<file path="src/rtl/accum_pkg.sv">
package accum_pkg;
  localparam int DW = 8;
  localparam int AW = 2;

  typedef enum logic [AW-1:0] {
    A_TOTAL  = 2'd0,
    A_LIMIT  = 2'd1,
    A_MASK   = 2'd2,
    A_STATUS = 2'd3
  } addr_e;
endpackage

</file>
<file path="src/rtl/accum_sync.sv">
module accum_sync #(
  parameter int   STAGES = 2,
  parameter logic RST_VAL = 1'b1
) (
  input  logic clk_i,
  input  logic rst_ni,
  input  logic async_i,
  output logic sync_o
);
  logic [STAGES-1:0] pipe_q;

  always_ff @(posedge clk_i or negedge rst_ni) begin
    if (!rst_ni) pipe_q <= {STAGES{RST_VAL}};
    else         pipe_q <= {pipe_q[STAGES-2:0], async_i};
  end

  assign sync_o = pipe_q[STAGES-1];
endmodule

</file>
<file path="src/rtl/accum_core.sv">
module accum_core #(
  parameter int TW          = 8,
  parameter int TICK_CYCLES = 8
) (
  input  logic          clk_i,
  input  logic          rst_ni,
  input  logic          hot_i,
  input  logic          rd_clr_i,
  output logic [TW-1:0] total_o
);
  localparam int PW = (TICK_CYCLES > 1) ? $clog2(TICK_CYCLES) : 1;
  localparam logic [PW-1:0] PH_LAST = PW'(TICK_CYCLES - 1);
  localparam logic [TW-1:0] T_MAX = '1;

  logic          hot_q;
  logic [PW-1:0] phase_q;
  logic [TW-1:0] total_q;
  logic          start, tick_hit, inc;

  assign start    = hot_i & ~hot_q;
  assign tick_hit = hot_i & hot_q & (phase_q == PH_LAST);
  assign inc      = start | tick_hit;

  always_ff @(posedge clk_i or negedge rst_ni) begin
    if (!rst_ni) begin
      hot_q   <= 1'b0;
      phase_q <= '0;
    end else begin
      hot_q <= hot_i;
      if (start || tick_hit) phase_q <= '0;
      else if (hot_i)        phase_q <= phase_q + 1'b1;
      else                   phase_q <= '0;
    end
  end

  // read clear wins; a read under assertion leaves one count
  always_ff @(posedge clk_i or negedge rst_ni) begin
    if (!rst_ni)                       total_q <= '0;
    else if (rd_clr_i)                 total_q <= {{(TW-1){1'b0}}, hot_i};
    else if (inc && total_q != T_MAX)  total_q <= total_q + 1'b1;
  end

  assign total_o = total_q;
endmodule

</file>
<file path="src/rtl/accum_regs.sv">
module accum_regs
  import accum_pkg::*;
(
  input  logic          clk_i,
  input  logic          rst_ni,
  input  logic          wr_en_i,
  input  logic          rd_en_i,
  input  logic [AW-1:0] addr_i,
  input  logic [DW-1:0] wdata_i,
  input  logic [DW-1:0] total_i,
  output logic [DW-1:0] rdata_o,
  output logic [DW-1:0] limit_o,
  output logic          mask_o,
  output logic          flag_o,
  output logic          rd_total_o,
  output logic          clr_flag_o
);
  addr_e         sel;
  logic [DW-1:0] limit_q;
  logic          mask_q, flag_q, exceed;

  assign sel        = addr_e'(addr_i);
  assign rd_total_o = rd_en_i & (sel == A_TOTAL);
  assign clr_flag_o = wr_en_i & (sel == A_STATUS) & wdata_i[0];
  assign exceed     = total_i > limit_q;

  always_ff @(posedge clk_i or negedge rst_ni) begin
    if (!rst_ni) begin
      limit_q <= '1;
      mask_q  <= 1'b0;
    end else if (wr_en_i) begin
      if (sel == A_LIMIT) limit_q <= wdata_i;
      if (sel == A_MASK)  mask_q  <= wdata_i[0];
    end
  end

  // set has priority over software clear
  always_ff @(posedge clk_i or negedge rst_ni) begin
    if (!rst_ni)         flag_q <= 1'b0;
    else if (exceed)     flag_q <= 1'b1;
    else if (clr_flag_o) flag_q <= 1'b0;
  end

  always_comb begin
    unique case (sel)
      A_TOTAL:  rdata_o = total_i;
      A_LIMIT:  rdata_o = limit_q;
      A_MASK:   rdata_o = {{(DW-1){1'b0}}, mask_q};
      A_STATUS: rdata_o = {{(DW-1){1'b0}}, flag_q};
      default:  rdata_o = '0;
    endcase
  end

  assign limit_o = limit_q;
  assign mask_o  = mask_q;
  assign flag_o  = flag_q;
endmodule

</file>
<file path="src/rtl/hot_time_accum.sv">
module hot_time_accum
  import accum_pkg::*;
#(
  parameter int TICK_CYCLES = 2276000,
  parameter int SYNC_STAGES = 2
) (
  input  logic          clk_i,
  input  logic          rst_ni,
  input  logic          hot_ni,
  input  logic          wr_en_i,
  input  logic          rd_en_i,
  input  logic [AW-1:0] addr_i,
  input  logic [DW-1:0] wdata_i,
  output logic [DW-1:0] rdata_o,
  output logic          alert_no
);
  logic          hot_n_s, hot_s;
  logic [DW-1:0] total_q, limit_q;
  logic          mask_q, flag_q, rd_total, clr_flag;

  accum_sync #(.STAGES(SYNC_STAGES), .RST_VAL(1'b1)) u_sync (
    .clk_i(clk_i), .rst_ni(rst_ni), .async_i(hot_ni), .sync_o(hot_n_s)
  );
  assign hot_s = ~hot_n_s;

  accum_core #(.TW(DW), .TICK_CYCLES(TICK_CYCLES)) u_core (
    .clk_i(clk_i), .rst_ni(rst_ni), .hot_i(hot_s),
    .rd_clr_i(rd_total), .total_o(total_q)
  );

  accum_regs u_regs (
    .clk_i(clk_i), .rst_ni(rst_ni), .wr_en_i(wr_en_i), .rd_en_i(rd_en_i),
    .addr_i(addr_i), .wdata_i(wdata_i), .total_i(total_q),
    .rdata_o(rdata_o), .limit_o(limit_q), .mask_o(mask_q), .flag_o(flag_q),
    .rd_total_o(rd_total), .clr_flag_o(clr_flag)
  );

  assign alert_no = ~(flag_q & ~mask_q);
endmodule

</file>
<file path="config.mk">
export PLATFORM = sky130hd
export DESIGN_NAME = hot_time_accum
export DESIGN_NICKNAME = d
export VERILOG_FILES = /design/src/rtl/accum_pkg.sv /design/src/rtl/accum_sync.sv /design/src/rtl/accum_core.sv /design/src/rtl/accum_regs.sv /design/src/rtl/hot_time_accum.sv
export SDC_FILE = /design/constraint.sdc
export NUM_CORES = 1
export LEC_CHECK = 0
export ABC_CLOCK_PERIOD_IN_PS = 2900
export BUFFER_PORTS_ARGS = -buffer_cell sky130_fd_sc_hd__buf_4
export CAP_MARGIN = 20
export CORE_MARGIN = 3
export CORE_UTILIZATION = 40
export CTS_CLUSTER_SIZE = 8
export DETAILED_ROUTE_END_ITERATION = 6
export GPL_TIMING_DRIVEN = 1
export HOLD_SLACK_MARGIN = 0.15
export PLACE_DENSITY_LB_ADDON = 0.15
export SYNTH_ARGS = -nofsm -noshare
export SYNTH_HDL_FRONTEND = slang
export SYNTH_HIERARCHICAL = 1
export SYNTH_SLANG_ARGS = --single-unit
</file>
<file path="constraint.sdc">
create_clock -name clk_i -period 2.9 [get_ports clk_i]
set_clock_uncertainty 0.1 [all_clocks]
set_input_delay 0.58 -clock clk_i [delete_from_list [all_inputs] [get_ports clk_i]]
set_output_delay 0.58 -clock clk_i [all_outputs]
set_load 0.01 [all_outputs]
</file>
# Word level (Yosys, flattened, before mapping)
# Index checks and enable logic that the tools add are counted.
# word_totals
reg_bits,43
word_cells,41
# classes
addsub,2
magnitude_cmp,1
eq_ne,5
mux,7
bitwise,12
n_reduce_logical,7
# ops
op,count
22-bit two-way mux,2
8-bit case mux with 4 select lines,1
22-bit by 1-bit adder with 22-bit output (second input constant),1
22-bit == test (second input constant),1
8-bit two-way mux,2
8-bit by 1-bit adder with 8-bit output (second input constant),1
8-bit > comparator,1
8-bit != test (second input constant),1
1-bit AND,7
2-bit == test (second input constant),2
1-bit NOT,4
2-bit AND reduction,2
2-bit nonzero test,2
2-bit by 1-bit == test with 1-bit output (second input constant),1
2-bit zero test,1
1-bit two-way mux,2
1-bit logical AND,1
1-bit logical OR,1
1-bit OR,1

# Logic depth before layout (Yosys ltp)
# logic_depth
ltp_word,7
mapped_depth,7
depth_no_buf,6

# Cells and area by module
# Netlist, hierarchy kept.
# by_module_without_submodules
mod,n_inst,cells_per_inst,area_each_um2,seq_area_each_um2
accum_core,1,163,1587.8,775.7
accum_regs,1,73,757.0,260.2
accum_sync,1,2,52.6,52.6
hot_time_accum,1,2,10.0,0.0

# Worst setup path before layout
# Ideal clock, no wire load.
# synth_path
path_kind,flip-flop to flip-flop
from,register u_core.phase_q[0]
to,"register u_core.total_q[5], in the netlist u_core/total_o[5]"
arrival_time_ns,1.843
required_time_ns,2.722
path_slack_ns,0.879
stages_incl_launch_ff,7
path_buffers,0
period_less_slack_ns,2.021
cell_sequence,dfrtp_1 > ha_1 > and4_1 > a21boi_1 > a211o_1 > or4_1 > a21oi_1
# synth_via
elab_chain_cells,5
# synth_lines
element,line_no,rtl
from (decl),accum_core.sv:16,logic [PW-1:0] phase_q;
from (signal assigned),accum_core.sv:31,else if (hot_i) phase_q <= phase_q + 1'b1;
22-bit == test,accum_core.sv:21,assign tick_hit = hot_i & hot_q & (phase_q == PH_LAST);
1-bit AND,accum_core.sv:21,
1-bit OR,accum_core.sv:22,assign inc = start | tick_hit;
1-bit logical AND,accum_core.sv:40,else if (inc && total_q != T_MAX) total_q <= total_q + 1'b1;
2-bit nonzero test (no line),--,
to (signal assigned),accum_core.sv:39,"else if (rd_clr_i) total_q <= {{(TW-1){1'b0}}, hot_i};"
to (signal assigned),accum_core.sv:40,
to (decl),accum_core.sv:17,logic [TW-1:0] total_q;
# Every way passes these cells.
# A chain may end at the register's enable or synchronous reset.

# Worst setup path after layout
# layout_path
from,input port addr_i[0]
to,output port rdata_o[0]
# layout_via
elab_chain_cells,2
# layout_lines
element,line_no,rtl
from (decl),hot_time_accum.sv:12,"input logic [AW-1:0] addr_i,"
2-bit == test (tied with other cells),accum_regs.sv:45,unique case (sel)
8-bit case mux with 4 select lines *,accum_regs.sv:45,
to (decl),hot_time_accum.sv:14,"output logic [DW-1:0] rdata_o,"
# Mark *: on every way between the ends. The rest lies on a longest branch, timed or not.

==> metrics <==
clock sinks=43; synth top area cells=dfrtp_1 34%, dfstp_2 11%, nor2_1 5.8%, ha_1 5.2%, mux2_2 4.7%; CTS resizes=0; P_int=0.988 mW; First DRT Iteration DRCs=110; CTS max path bufs=2; Synthesized Nets=265; RSZ-0062 raised after global routing=no; Die Y=83.6 um; kind of critical path=in2out; Worst EP required=2.22 ns; setup bufs post-CTS=0; Core ar.=between 0.005 and 0.006 mm^2; post-route setup slack=0.696 ns; part of the Yosys area used for sequential elements=45.2%; drt wl/cell=around 13 um; Critical Path Fanout Max=12; most frequent CP cell=buf_4; gr ovfl total=0; number of global-route vias before repair=1,823; synth cell count leaders=37 x nor2_1, 33 x dfrtp_1, 16 x nand2_1; #FFs+latches synth=43; global-route wire length before repair=8150 um; Power Total=1.35 mW; mapped cell area=0.00241 mm^2; filler instances=552; Ports=24; die width=83.6 um; Tcrit/Tclk final=76.0%; post-synthesis async set-or-reset flop share=100%; CP Launch Type=input pin; Post-Synthesis Cells=240; Worst Tran Pin Value=0.549 ns; fmax=0.454 GHz; fin crit period=2.20 ns; sequential fraction of design power=52.8%; DRT Pass-1 Iters=6; hold crit path type=in2async; Clock Power Share=28.3%; Final Hold Fails=0; Post-synth top flop=dfrtp_1; remaining antenna violation count=0; CTS buffer count=5; CTS root buf=clkbuf_8; Leak=roughly 1.2 nW; vias=1,768; switch share=a little over a quarter; Netlist cell types=41; gp weighted congestion=about 0.80; Util after Layout=48.3%; Critical Path AT=between 1.5 and 2 ns; Yosys top cell by area=dfrtp_1; EDFF count, synth=0; Synth-to-Final Area Change=13.8%; maximum VDD drop=0.352 mV; Setup WS pre-CTS=0.688 ns; DRC viols=0; antenna violations before repair=0; crit-path max cell delay=0.58 ns; FF-to-FF path depth=5; Hold Buf Count CTS=0; top-count cell post-synth=nor2_1; critical-path cell list=buf_4 -> mux4_1 -> buf_4; Psw=0.366 mW; nets=290; FF+latch area=0.00109 mm^2; final WL=between 4000 and 5000 um; largest net degree at the start of global routing=44; fraction of layout cells with a size suffix above 1=22.9%; H-tree depth=2; post-DR vias/cell=5.23; port buffer count=23; Setup-failing EPs final=0; Max Slew Vio Count=0; die area=0.00698 mm^2; critical path endpoint category=output port; Logic pwr share=18.8%; Total GRT Usage=13.9%; clk slew on worst S/H paths=roughly 0.080 ns; mean post-synth cell area=10.0 um^2; CTS tree=done; total of max-cap violations=0; total number of yosys warnings=6; HPWL after DPL=3230 um; Site Rows=27; relative slew slack=63.1%; PwrDens=just under 500 mW/mm^2; post-synth top area share=34.3%; Initial Utilization=42.4%; Antenna Cells=0; setup tns final=0 ns; outcome=completed; Clock Latency Late Sink=0.28 ns; area of the multi-input gates=0.00123 mm^2; CP max stage cell=mux4_1
-- power groups by stage --
stage / Clock [mW] / Combinational (mW) / Sequential (mW)
after detailed placement: 0 / 0.260 / 0.728
after CTS: 0.406 / 0.261 / 0.717
after floorplan: 0 / 0.175 / 0.710
after global placement: 0 / 0.254 / 0.726
final: 0.383 / 0.255 / 0.715
after global routing: 0.431 / 0.297 / 0.725
-- cells in the final DEF (no fill, tap or decap), types with 11 or more instances in the layout --
master / synthesis / routed
dfrtp_1: 33 / 33
nand3_1: 11 / 11
xnor2_1: 11 / 11
buf_4: 0 / 25
nor2_1: 37 / 37
nand2_1: 16 / 16
inv_1: 15 / 15
-- registers in the layout (all words and copies together), names as in the netlist --
register / flops
u_core/phase_q: 22
u_core/total_o: 8
u_regs/limit_o: 8
u_sync/pipe_q: 2
u_core/hot_q: 1
u_regs/flag_o: 1
u_regs/mask_o: 1
-- critical path, delay by kind of cell --
| family | cells | cell delay [ns] |
|---|---|---|
| multiplexers | 1 | 0.58 |
| buffers and inverters | 2 | 0.36 |
-- layer usage --
layer	share of wire [%]	track usage, %	vias up	wire (um)
met5	0	0	-	0
met4	0.97	3.80	0	43
met3	4.0	3.55	5	180
met2	50	23.9	24	2220
met1	45	17.3	849	2010
li1	-	-	890	-
-- cell type report --
cell class | count | area share, %
repair buffers | 25 | 6.85
flip-flops and latches | 43 | 39.7
clock inverters | 1 | 0.183
inverters | 15 | 2.05
multi-input cells | 175 | 44.7
well taps | 72 | 3.29
clock buffers | 7 | 3.15
-- final timing paths --
path	from	endpoint	slack [ns]
max	addr_i[0]	rdata_o[0]	0.70
min	rst_ni	u_regs/flag_o$_DFFE_PN0P_	0.18
max reg2reg	u_core/phase_q[14]$_DFF_PN0_	u_core/total_o[7]$_DFFE_PN0P_	0.71
min reg2reg	u_sync/pipe_q[0]$_DFF_PN1_	u_sync/pipe_q[1]$_DFF_PN1_	0.26
max in group asynchronous	rst_ni	u_regs/limit_o[0]$_DFFE_PN1P_	2.15
min in group clk_i	u_sync/pipe_q[0]$_DFF_PN1_	u_sync/pipe_q[1]$_DFF_PN1_	0.26
-- metrics by stage --
| step | hold slack [ns] | std cells | area, um^2 |
|---|---|---|---|
| CTS | 0.194 | 338 | 2740 |
| global placement | 0.247 | 330 | 2650 |
| finish | 0.175 | 338 | 2740 |
| floorplan | 0.184 | 240 | 2410 |
| global route | 0.204 | 338 | 2740 |
| detailed placement | 0.250 | 330 | 2650 |
-- cells by family after synthesis --
| group | Yosys count | share of synthesized area, % |
|---|---|---|
| mux | 19 | 9.10 |
| xor+xnor | 20 | 7.28 |
| fa+ha+maj | 10 | 5.20 |
| buf+inv | 22 | 3.85 |
| simple gates | 100 | 22.5 |
| compound gates | 26 | 6.86 |
| flops | 43 | 45.2 |
Power figures use the tool's default switching activity.
